--- src/rtl/rbv_pkg.sv ---
package rbv_pkg;
  typedef enum logic [1:0] {
    RC_OPEN = 2'd0,
    RC_VICT = 2'd1,
    RC_MISS = 2'd2
  } rbv_class_e;
endpackage

--- src/rtl/rbv_row_store.sv ---
module rbv_row_store #(
  parameter int ROW_W = 16,
  parameter int DEPTH = 8,
  parameter int IDX_W = $clog2(DEPTH)
) (
  input  logic             clk,
  input  logic             rst_n,
  input  logic             upd,
  input  logic [ROW_W-1:0] row_in,
  output logic             open_hit,
  output logic             vic_hit,
  output logic [IDX_W-1:0] vic_idx
);
  logic [ROW_W-1:0] open_row;
  logic             open_vld;
  logic [ROW_W-1:0] ent [DEPTH];
  logic [DEPTH-1:0] ent_vld;
  logic [DEPTH-1:0] match;
  logic [IDX_W-1:0] lim;

  assign open_hit = open_vld && (open_row == row_in);

  for (genvar g = 0; g < DEPTH; g++) begin : g_cmp
    assign match[g] = ent_vld[g] && (ent[g] == row_in);
  end

  assign vic_hit = |match;

  always_comb begin
    vic_idx = '0;
    for (int i = 0; i < DEPTH; i++)
      if (match[i]) vic_idx = vic_idx | IDX_W'(i);
  end

  // deepest position that takes part in the shift
  assign lim = vic_hit ? vic_idx : IDX_W'(DEPTH - 1);

  always_ff @(posedge clk or negedge rst_n) begin
    if (!rst_n) begin
      open_row <= '0;
      open_vld <= 1'b0;
      ent_vld  <= '0;
      for (int i = 0; i < DEPTH; i++) ent[i] <= '0;
    end else if (upd && !open_hit) begin
      ent[0]     <= open_row;
      ent_vld[0] <= open_vld;
      for (int i = 1; i < DEPTH; i++) begin
        if (IDX_W'(i) <= lim) begin
          ent[i]     <= ent[i-1];
          ent_vld[i] <= ent_vld[i-1];
        end
      end
      open_row <= row_in;
      open_vld <= 1'b1;
    end
  end

  a_r3_exclusive: assert property (@(posedge clk) disable iff (!rst_n)
    $onehot0({match, open_hit}));
  a_r1_open_keeps: assert property (@(posedge clk) disable iff (!rst_n)
    upd && open_hit |=> $stable(open_row) && $stable(ent_vld));
  a_r2_push: assert property (@(posedge clk) disable iff (!rst_n)
    upd && !open_hit && !vic_hit && open_vld |=> ent[0] == $past(open_row) && open_row == $past(row_in));
  a_r3_promote: assert property (@(posedge clk) disable iff (!rst_n)
    upd && vic_hit |=> open_row == $past(row_in) && ent_vld[0]);
endmodule

--- src/rtl/rbv_sat_ctr.sv ---
module rbv_sat_ctr #(
  parameter int W = 16
) (
  input  logic         clk,
  input  logic         rst_n,
  input  logic         clr,
  input  logic         inc,
  output logic [W-1:0] cnt
);
  localparam logic [W-1:0] TOP = '1;

  always_ff @(posedge clk or negedge rst_n) begin
    if (!rst_n)                  cnt <= '0;
    else if (clr)                cnt <= '0;
    else if (inc && cnt != TOP)  cnt <= cnt + W'(1);
  end

  a_r5_no_wrap: assert property (@(posedge clk) disable iff (!rst_n)
    cnt == TOP && !clr |=> cnt == TOP);
  a_r6_clear: assert property (@(posedge clk) disable iff (!rst_n)
    clr |=> cnt == '0);
endmodule

--- src/rtl/rbv_gap_timer.sv ---
module rbv_gap_timer #(
  parameter int W = 16
) (
  input  logic         clk,
  input  logic         rst_n,
  input  logic         clr,
  input  logic         evt,
  output logic [W-1:0] gap,
  output logic         gap_vld
);
  localparam logic [W-1:0] TOP = '1;
  logic [W-1:0] tmr;
  logic [W-1:0] tmr_nx;

  assign tmr_nx = (tmr == TOP) ? TOP : tmr + W'(1);

  always_ff @(posedge clk or negedge rst_n) begin
    if (!rst_n) begin
      tmr <= '0; gap <= '0; gap_vld <= 1'b0;
    end else if (clr) begin
      tmr <= '0; gap <= '0; gap_vld <= 1'b0;
    end else if (evt) begin
      tmr <= '0; gap <= tmr_nx; gap_vld <= 1'b1;
    end else begin
      tmr <= tmr_nx; gap_vld <= 1'b0;
    end
  end

  a_r7_pulse: assert property (@(posedge clk) disable iff (!rst_n)
    evt && !clr |=> gap_vld && gap != '0);
  a_r7_quiet: assert property (@(posedge clk) disable iff (!rst_n)
    !evt || clr |=> !gap_vld);
endmodule

--- src/rtl/rbv_profiler.sv ---
module rbv_profiler
  import rbv_pkg::*;
#(
  parameter int ROW_W = 16,
  parameter int DEPTH = 8,
  parameter int CNT_W = 16,
  parameter int DEP_W = $clog2(DEPTH + 1)
) (
  input  logic                   clk,
  input  logic                   rst_n,
  input  logic                   stat_clr,
  input  logic                   acc_valid,
  output logic                   acc_ready,
  input  logic [ROW_W-1:0]       acc_row,
  output logic                   res_valid,
  input  logic                   res_ready,
  output logic [1:0]             res_class,
  output logic [DEP_W-1:0]       res_depth,
  output logic [CNT_W-1:0]       open_hits,
  output logic [DEPTH*CNT_W-1:0] vict_hits,
  output logic [CNT_W-1:0]       miss_cnt,
  output logic [CNT_W-1:0]       gap,
  output logic                   gap_vld
);
  localparam int IDX_W = $clog2(DEPTH);

  logic             fire;
  logic             open_hit, vic_hit, vic_only;
  logic [IDX_W-1:0] vic_idx;
  rbv_class_e       cls;
  logic [DEP_W-1:0] dep;

  assign acc_ready = !res_valid || res_ready;
  assign fire      = acc_valid && acc_ready;
  assign vic_only  = vic_hit && !open_hit;

  rbv_row_store #(.ROW_W(ROW_W), .DEPTH(DEPTH), .IDX_W(IDX_W)) u_store (
    .clk(clk), .rst_n(rst_n), .upd(fire), .row_in(acc_row),
    .open_hit(open_hit), .vic_hit(vic_hit), .vic_idx(vic_idx)
  );

  always_comb begin
    if (open_hit)     cls = RC_OPEN;
    else if (vic_hit) cls = RC_VICT;
    else              cls = RC_MISS;
    dep = vic_only ? DEP_W'(vic_idx) + DEP_W'(1) : '0;
  end

  always_ff @(posedge clk or negedge rst_n) begin
    if (!rst_n) begin
      res_valid <= 1'b0;
      res_class <= '0;
      res_depth <= '0;
    end else if (fire) begin
      res_valid <= 1'b1;
      res_class <= cls;
      res_depth <= dep;
    end else if (res_ready) begin
      res_valid <= 1'b0;
    end
  end

  rbv_sat_ctr #(.W(CNT_W)) u_open_ctr (
    .clk(clk), .rst_n(rst_n), .clr(stat_clr),
    .inc(fire && open_hit), .cnt(open_hits)
  );

  rbv_sat_ctr #(.W(CNT_W)) u_miss_ctr (
    .clk(clk), .rst_n(rst_n), .clr(stat_clr),
    .inc(fire && !open_hit && !vic_hit), .cnt(miss_cnt)
  );

  for (genvar d = 0; d < DEPTH; d++) begin : g_depth
    rbv_sat_ctr #(.W(CNT_W)) u_vic_ctr (
      .clk(clk), .rst_n(rst_n), .clr(stat_clr),
      .inc(fire && vic_only && vic_idx == IDX_W'(d)),
      .cnt(vict_hits[d*CNT_W +: CNT_W])
    );
  end

  rbv_gap_timer #(.W(CNT_W)) u_gap (
    .clk(clk), .rst_n(rst_n), .clr(stat_clr),
    .evt(fire && vic_only && vic_idx == '0),
    .gap(gap), .gap_vld(gap_vld)
  );

  a_r4_hold: assert property (@(posedge clk) disable iff (!rst_n)
    res_valid && !res_ready |=> res_valid && $stable(res_class) && $stable(res_depth));
  a_r4_take: assert property (@(posedge clk) disable iff (!rst_n)
    acc_valid && acc_ready |=> res_valid);
  a_r3_depth_range: assert property (@(posedge clk) disable iff (!rst_n)
    res_valid && res_class == 2'd1 |-> res_depth != '0 && res_depth <= DEP_W'(DEPTH));
endmodule

--- config.mk ---
export PLATFORM = sky130hd
export DESIGN_NAME = rbv_profiler
export DESIGN_NICKNAME = d
export VERILOG_FILES = /design/src/rtl/rbv_pkg.sv /design/src/rtl/rbv_row_store.sv /design/src/rtl/rbv_sat_ctr.sv /design/src/rtl/rbv_gap_timer.sv /design/src/rtl/rbv_profiler.sv
export SDC_FILE = /design/constraint.sdc
export NUM_CORES = 1
export LEC_CHECK = 0
export BUFFER_PORTS_ARGS = -buffer_cell sky130_fd_sc_hd__buf_2
export CAP_MARGIN = 10
export CORE_AREA = 5 5 156 233
export CTS_CLUSTER_DIAMETER = 120
export CTS_CLUSTER_SIZE = 20
export DETAILED_ROUTE_END_ITERATION = 10
export DIE_AREA = 0 0 161 238
export GPL_TIMING_DRIVEN = 0
export HOLD_SLACK_MARGIN = 0.15
export PLACE_DENSITY = 0.76
export SETUP_SLACK_MARGIN = 0.4
export SLEW_MARGIN = 40
export SYNTH_ARGS = -nofsm -noshare
export SYNTH_HDL_FRONTEND = slang
export SYNTH_SLANG_ARGS = --single-unit
export TNS_END_PERCENT = 30
--- constraint.sdc ---
create_clock -name clk -period 3.95 [get_ports clk]
set_input_delay 0.5925 -clock clk [delete_from_list [all_inputs] [get_ports clk]]
set_output_delay 0.5925 -clock clk [all_outputs]
set_load 0.01 [all_outputs]
[Word-level counts from Yosys, hierarchy flattened]
Cells that the tools add are included.
Operators by class
  reduce and logical (&&, ||, !) cells: 58
  magnitude comparators: 7
  $add $sub $neg: 12
  multiplexer cells: 40
  equality and inequality tests: 27
Operators by type and width (count)
  two-way mux 16 bit: 25
  adder 16 x 1 -> 16 bit (second input constant): 11
  inequality test 16 bit (second input constant): 10
  equality test 16 bit: 9
  logical AND 1 bit: 33
  nonzero test 2 bit: 12
  equality test 16 bit (second input constant): 1
  two-way mux 3 bit: 5
  AND reduction 2 bit: 7
  equality test 3 bit (second input constant): 4
  less-or-equal comparator 3 bit (first input constant): 4
  two-way mux 2 bit: 4
  OR reduction 8 bit: 1
  equality test 3 x 2 -> 1 bit (second input constant): 2
  less-or-equal comparator 2 x 3 -> 1 bit (first input constant): 2
  two-way mux 1 bit: 5
  adder 3 x 1 -> 4 bit (second input constant): 1
  two-way mux 4 bit: 1
  equality test 3 x 1 -> 1 bit (second input constant): 1
  less-or-equal comparator 1 x 3 -> 1 bit (first input constant): 1
  logical NOT 1 bit: 3
  logical NOT 3 bit: 1
  logical OR 1 bit: 1
Storage, ports and cells
  word-level logic and storage cells: 178
  bits in registers: 353
  input bits: 21

[Depth between registers and ports, before layout]
  depth in word-level cells: 14
  mapped depth: 15

[Hierarchy]
From an unflattened synthesis, not the netlist that was laid out.
Second synthesis, totals
  cell total of the unflattened synthesis: 1747
  area total of the unflattened synthesis: 19268.5 µm²
Modules (own cells, without submodules)
  rbv_sat_ctr: times used 10, cells each 98, area each 942.2 µm²
  rbv_row_store: times used 1, cells each 559, area each 7763.7 µm²
  rbv_gap_timer: times used 1, cells each 162, area each 1625.3 µm²
  rbv_profiler: times used 1, cells each 46, area each 457.9 µm²

[Worst setup path after synthesis]
Ideal clock, no wire load.
  path kind: in2reg
  start: in acc_row[4]
  end: reg g_depth[5].u_vic_ctr.cnt[15]
  path buffers: 2
  library setup time: 0.132 ns
  setup slack: -0.201 ns
  stages on the path: 14
  arrival: 4.019 ns
  cells stage by stage: buf_4 xor2_1 or4_1 or4_1 o22ai_1 or2_2 clkbuf_1 ha_1 inv_1 a31o_2 a211oi_1 and3_1 xnor2_1 nor2_1
Between the ends
  cells in the longest elaborated chain, start to end: 13
  elaborated cells between the ends (all ways): 33
RTL lines
  start: declaration: RTL line rbv_profiler.sv:14  | input logic [ROW_W-1:0] acc_row,
  equality test 16 bit: RTL line rbv_row_store.sv:24  | assign match[g] = ent_vld[g] && (ent[g] == row_in);
  logical AND 1 bit: RTL line rbv_row_store.sv:24
  two-way mux 1 bit: RTL line rbv_row_store.sv:32  | if (match[i]) vic_idx = vic_idx | IDX_W'(i);
  two-way mux 2 bit (2 in series): RTL line rbv_row_store.sv:32
  two-way mux 3 bit (4 in series): RTL line rbv_row_store.sv:32
  equality test 3 bit: RTL line rbv_profiler.sv:76  | .inc(fire && vic_only && vic_idx == IDX_W'(d)),
  logical AND 1 bit *: RTL line rbv_profiler.sv:76
  logical AND 1 bit *: RTL line rbv_sat_ctr.sv:15  | else if (inc && cnt != TOP) cnt <= cnt + W'(1);
  nonzero test 2 bit (no line) *
  end signal: assignment: RTL line rbv_sat_ctr.sv:15
  end: declaration: RTL line rbv_sat_ctr.sv:8  | output logic [W-1:0] cnt
Every way passes the cells marked *; elsewhere a longest branch is shown, timed or not.
A chain may end at the register's enable or synchronous reset.

[Worst setup path after layout]
  start: reg u_store.ent[64] in the netlist's numbering
  end: reg g_depth[2].u_vic_ctr.cnt[9]
Between the ends
  cells in the longest elaborated chain, start to end: 11
  elaborated cells between the ends (all ways): 14
RTL lines
  start: declaration: RTL line rbv_row_store.sv:16  | logic [ROW_W-1:0] ent [DEPTH];
  start signal: indexed assignment: RTL line rbv_row_store.sv:49  | ent[i] <= ent[i-1];
  equality test 16 bit *: RTL line rbv_row_store.sv:24
  logical AND 1 bit *: RTL line rbv_row_store.sv:24
  two-way mux 2 bit: RTL line rbv_row_store.sv:32
  two-way mux 3 bit (4 in series): RTL line rbv_row_store.sv:32
  equality test 3 x 2 -> 1 bit: RTL line rbv_profiler.sv:76
  logical AND 1 bit *: RTL line rbv_profiler.sv:76
  logical AND 1 bit *: RTL line rbv_sat_ctr.sv:15
  nonzero test 2 bit (no line) *
  end signal: assignment: RTL line rbv_sat_ctr.sv:15
  end: declaration: RTL line rbv_sat_ctr.sv:8
Marks and branches as above.

==> run summary <==
The flow ran to the end, and the final reports show no timing, DRC or antenna violations. Measured along the x axis, the die boundary spans 161 microns. The tools report the number of max-slew violations in the final report as 0. The die height came out at 238 microns. Leaving out fill and tap cells, the most frequent cell in the layout is sky130_fd_sc_hd__dfrtp_1.

For the pin with the worst max-slew slack, the measured transition is 813 ps. The mux contribution to synthesized area was 0.105; the final weighted congestion in routability-driven placement was 0.925. The run gives 83 as the row count. The maximum level of the CTS H-tree is 1.

The initial cell density of the core came out at 0.535. The combined area of all synthesized cells is 18200 sq um, and the antenna violation net count after detailed routing is 0. The cell count after synthesis came out at 1738.

The area share of fa/ha/maj cells after synthesis was 0.0117; the arrival time reported for the critical path endpoint was 4110 ps. The number of antenna violations at the first check in global routing was 0. Dominant combinational cell family by area after synthesis: simple AND/OR/NAND/NOR gates.

Clock tree synthesis found a total of 353 sinks. The worst-case headroom to the max-slew limit was 0.453. Clock tree root buffer cell: sky130_fd_sc_hd__clkbuf_16. The most numerous cell type found on the critical path is sky130_fd_sc_hd__buf_6. The launching point of the worst reg2reg path is u_store.ent[64]$_DFFE_PN0P_. For the number of vias after detailed routing, the log shows 14600. 0 antenna diodes ended up in the layout.

The tools report the number of global-route vias before repair as 14700. The pre-CTS worst setup slack was -244 ps. The overall die area is 38300 sq um, and the clock buffer count from CTS is 21. The area growth from synthesis to layout is 16.3%. On the critical path, the stage with the largest delay is an instance of sky130_fd_sc_hd__or4_4.

Startpoint of the worst hold path: acc_valid. For this design the ratio of total power to cell area is 429 nW/um^2. The setup skew after layout is 23.4 ps, and the cell depth of the worst min-delay path is 2.

Dividing the detail-routed via count by the number of cells gives 6.04. The run gives 0.000247 V as the highest ir drop seen on vdd. The HPWL after detailed placement came out at 38100 microns. For the DRC violation count after routing, the log shows 0. In this run the static leakage power is 9.20 nW. Worst path required time: 4410 ps. The final core utilization is 0.622, and the largest fanout on the critical path is 8. Broken down by cell family, the worst path's largest delay share belongs to simple AND/OR/NAND/NOR gates.

The share of the clock period used by the worst path after layout is 0.923. The worst setup path is launched from a flip-flop. The number of enable-type register cells in the synthesized netlist works out to 0. In this run the critical register-to-register path is captured at g_depth[2].u_vic_ctr.cnt[9]$_DFFE_PN0P_. By area the synthesized netlist is led by sky130_fd_sc_hd__dfrtp_1 48%, sky130_fd_sc_hd__mux2_2 10%, sky130_fd_sc_hd__xor2_1 5.8%. Counting both buffers and inverters, the worst setup path holds a total of 2.

In the post-route analysis, the smallest setup slack over all paths is 305 ps. Total routing resource utilization after global routing: 0.255. The biggest area contributor in the post-synthesis netlist is sky130_fd_sc_hd__dfrtp_1.

In this run the worst hold path is classified as input pin to flip-flop. The area fraction in and, or, nand and nor cells after synthesis was 0.191; the max-capacitance violation count was 0. Dividing the synthesized area by the synthesized cell count gives 10.5 sq um. Setup violations remaining at the end of the flow were counted as 0. The tools report the number of optimization iterations in the first detailed-route pass as 5. The compound-cell area share of the yosys netlist was 0.0678; the number of nets in the final layout was 2030.

After detailed routing, the wire length on met1 is 18800 microns. Proportion of register bits with asynchronous set or reset after synthesis: 1.00. Setup repair after global routing could not meet its margin everywhere. The fraction of layout instances using a drive strength above 1 works out to 0.268. The number of input and output port buffers inserted came out at 189. At the later pin of the worst-skew pair, clock insertion delay measures 550 ps.

The tools report the global-route wire length before repair as 79500 microns. For the pin count of the biggest net entering global routing, the log shows 78. After detailed routing, the met3 layer carries 2220 microns of wire. The final global-route overflow total was 0. Total routed wirelength: 50700 microns. No sink is reached through more buffers than the 3 on the longest clock path. The run gives 274 MHz as the maximum clock frequency. The net count after synthesis is 1776, and the core footprint is 34100 sq um. STA classifies the critical path endpoint as a flip-flop. In this run the worst setup path begins at u_store.ent[64]$_DFFE_PN0P_.

The flip-flop and latch count after synthesis works out to 353. Walking the worst path, the cells encountered are xor2_1 > or4b_1 > or4_4 > o22ai_4 > or2_4 > buf_6 > ha_4 > nand2_2 > or4b_4 > buf_6 > or3_1 > a21oi_2. Across all register-to-register paths, the minimum setup slack is 310 ps.

Clock-pin slew was measured on the worst setup and hold paths at 80 ps. The number of different library cells used by synthesis comes to 64. The library cells used most frequently in the layout, excluding fill and tap cells, are 353 x sky130_fd_sc_hd__dfrtp_1, 195 x sky130_fd_sc_hd__buf_2, 162 x sky130_fd_sc_hd__mux2_2.

TritonCTS built the clock tree. The post-synthesis xor/xnor area fraction is 0.113. The worst hold path terminates at res_valid$_DFFE_PN0P_. The most used flip-flop cell after synthesis is sky130_fd_sc_hd__dfrtp_1. The highest routing layer actually used is met4. The routed design could run at a clock period as short as 3640 ps. The run gives 27600 microns as the met2 layer wire length in the routed design. The violation count after the first detailed-routing iteration was 1181; the sequential cell area fraction in the yosys report was 0.485. Dividing the detail-routed wire length by the instance count gives 21.0 microns. The critical path is of the flip-flop to flip-flop type. For this design the top-level I/O count stands at 206.

For the total of warnings raised by yosys, the log shows 0. On the worst path, the slowest cell contributes a delay of 580 ps. The proportion of netlist area held by the largest area contributor was 0.485. The worst register-to-register path has a depth of 12. For the final number of hold-violating endpoints, the log shows 0.
## worst register-to-register path, stage by stage (launching register included)
cell and delay (ps):
sky130_fd_sc_hd__dfrtp_1 410, sky130_fd_sc_hd__xor2_1 160, sky130_fd_sc_hd__or4b_1 530, sky130_fd_sc_hd__or4_4 580, sky130_fd_sc_hd__o22ai_4 200, sky130_fd_sc_hd__or2_4 160, sky130_fd_sc_hd__buf_6 110, sky130_fd_sc_hd__ha_4 190
sky130_fd_sc_hd__nand2_2 70, sky130_fd_sc_hd__or4b_4 540, sky130_fd_sc_hd__buf_6 160, sky130_fd_sc_hd__or3_1 330, sky130_fd_sc_hd__a21oi_2 130
## Yosys cell counts (5+ instances only)
cell type and instances:
sky130_fd_sc_hd__buf_4 9, sky130_fd_sc_hd__o31ai_1 8, sky130_fd_sc_hd__a21oi_1 87, sky130_fd_sc_hd__xnor2_1 115, sky130_fd_sc_hd__nor3_1 34, sky130_fd_sc_hd__or3_1 50, sky130_fd_sc_hd__or4_1 29, sky130_fd_sc_hd__nor4_1 30
sky130_fd_sc_hd__nand4_1 53, sky130_fd_sc_hd__nand2b_1 13, sky130_fd_sc_hd__buf_1 5, sky130_fd_sc_hd__and2_1 11, sky130_fd_sc_hd__o21ai_0 55, sky130_fd_sc_hd__buf_2 16, sky130_fd_sc_hd__and4_1 18, sky130_fd_sc_hd__dfrtp_1 353
sky130_fd_sc_hd__mux2_2 162, sky130_fd_sc_hd__nor2_1 140, sky130_fd_sc_hd__mux2i_1 8, sky130_fd_sc_hd__inv_1 25, sky130_fd_sc_hd__a21o_1 11, sky130_fd_sc_hd__nand3_1 83, sky130_fd_sc_hd__a211oi_1 5, sky130_fd_sc_hd__and3_1 39
sky130_fd_sc_hd__or2_2 6, sky130_fd_sc_hd__nand2_1 103, sky130_fd_sc_hd__o2111ai_1 6, sky130_fd_sc_hd__nor2b_1 13, sky130_fd_sc_hd__ha_1 17, sky130_fd_sc_hd__nor3b_1 7, sky130_fd_sc_hd__clkbuf_1 49, sky130_fd_sc_hd__xor2_1 120
## where the power goes
part / switching (mW) / internal, mW / total, mW
logic: 0.976 / 1.05 / 2.03
registers: 0.654 / 4.25 / 4.91
clock network: 1.20 / 0.955 / 2.15
## layout make-up
type / count / area [sq um]
plain buffers: 82 / 526
clock buffers: 21 / 526
clock inverters: 1 / 8.76
fillers: 2769 / 12900
inverters: 25 / 97.6
multi-input cells: 1279 / 9240
flip-flops and latches: 353 / 8830
well taps: 425 / 532
repair buffers: 230 / 1430
## cell families after synthesis
| group | Yosys count |
|---|---|
| buffers and inverters | 107 |
| AO/OA/AOI/OAI | 204 |
| AND/OR/NAND/NOR | 651 |
| XOR/XNOR | 235 |
| multiplexers | 171 |
| flip-flops | 353 |
| adder cells (fa/ha/maj) | 17 |
## worst max path at each step
| stage | to | cells after the start |
|---|---|---|
| 2_1_floorplan | g_depth[2].u_vic_ctr.cnt[3]$_DFFE_PN0P_ | 13 |
| 3_3_place_gp | u_store.ent[28]$_DFFE_PN0P_ | 1 |
| 3_5_place_dp | u_store.ent[5]$_DFFE_PN0P_ | 12 |
| 4_1_cts | g_depth[5].u_vic_ctr.cnt[14]$_DFFE_PN0P_ | 14 |
| 5_1_grt | g_depth[5].u_vic_ctr.cnt[8]$_DFFE_PN0P_ | 14 |
| 6_report | g_depth[2].u_vic_ctr.cnt[9]$_DFFE_PN0P_ | 12 |
## what timing repair did
item,4_1_cts,5_1_grt
resized for setup,24,57
hold endpoints to repair,19,0
hold buffers,1,0
endpoints found under the setup margin,170,180
pin swaps,12,12
gates cloned,1,2
buffers inserted,22,11
## per-layer routing
| metal | global-route usage | vias to the layer above |
|---|---|---|
| li1 | - | 6661 |
| met1 | 0.291 | 7326 |
| met2 | 0.486 | 474 |
| met3 | 0.0259 | 124 |
| met4 | 0.103 | 0 |
| met5 | 0 | - |
## metrics by stage
stage / hold slack [ps] / TNS, ps / cell area (sq um) / total power [mW] / instances
floorplan: 297 / 0 / 18400 / 6.22 / 1738
global placement: 446 / -1564540 / 19900 / 6.78 / 2352
detailed placement: 452 / -14410 / 20000 / 6.89 / 2357
CTS: 266 / 0 / 20900 / 9.06 / 2403
global route: 277 / 0 / 21200 / 9.49 / 2416
finish: 277 / 0 / 21200 / 9.09 / 2416
## flip-flops by register name (all words and copies together), names as in the netlist
name	count
res_valid	1
u_gap.tmr	16
res_class	2
u_miss_ctr.cnt	16
u_store.open_vld	1
u_gap.gap	16
u_store.ent	128
u_store.ent_vld	8
res_depth	4
u_gap.gap_vld	1
g_depth.u_vic_ctr.cnt	128
u_store.open_row	16
u_open_ctr.cnt	16
Note: power is estimated with default switching activity, not from simulation.
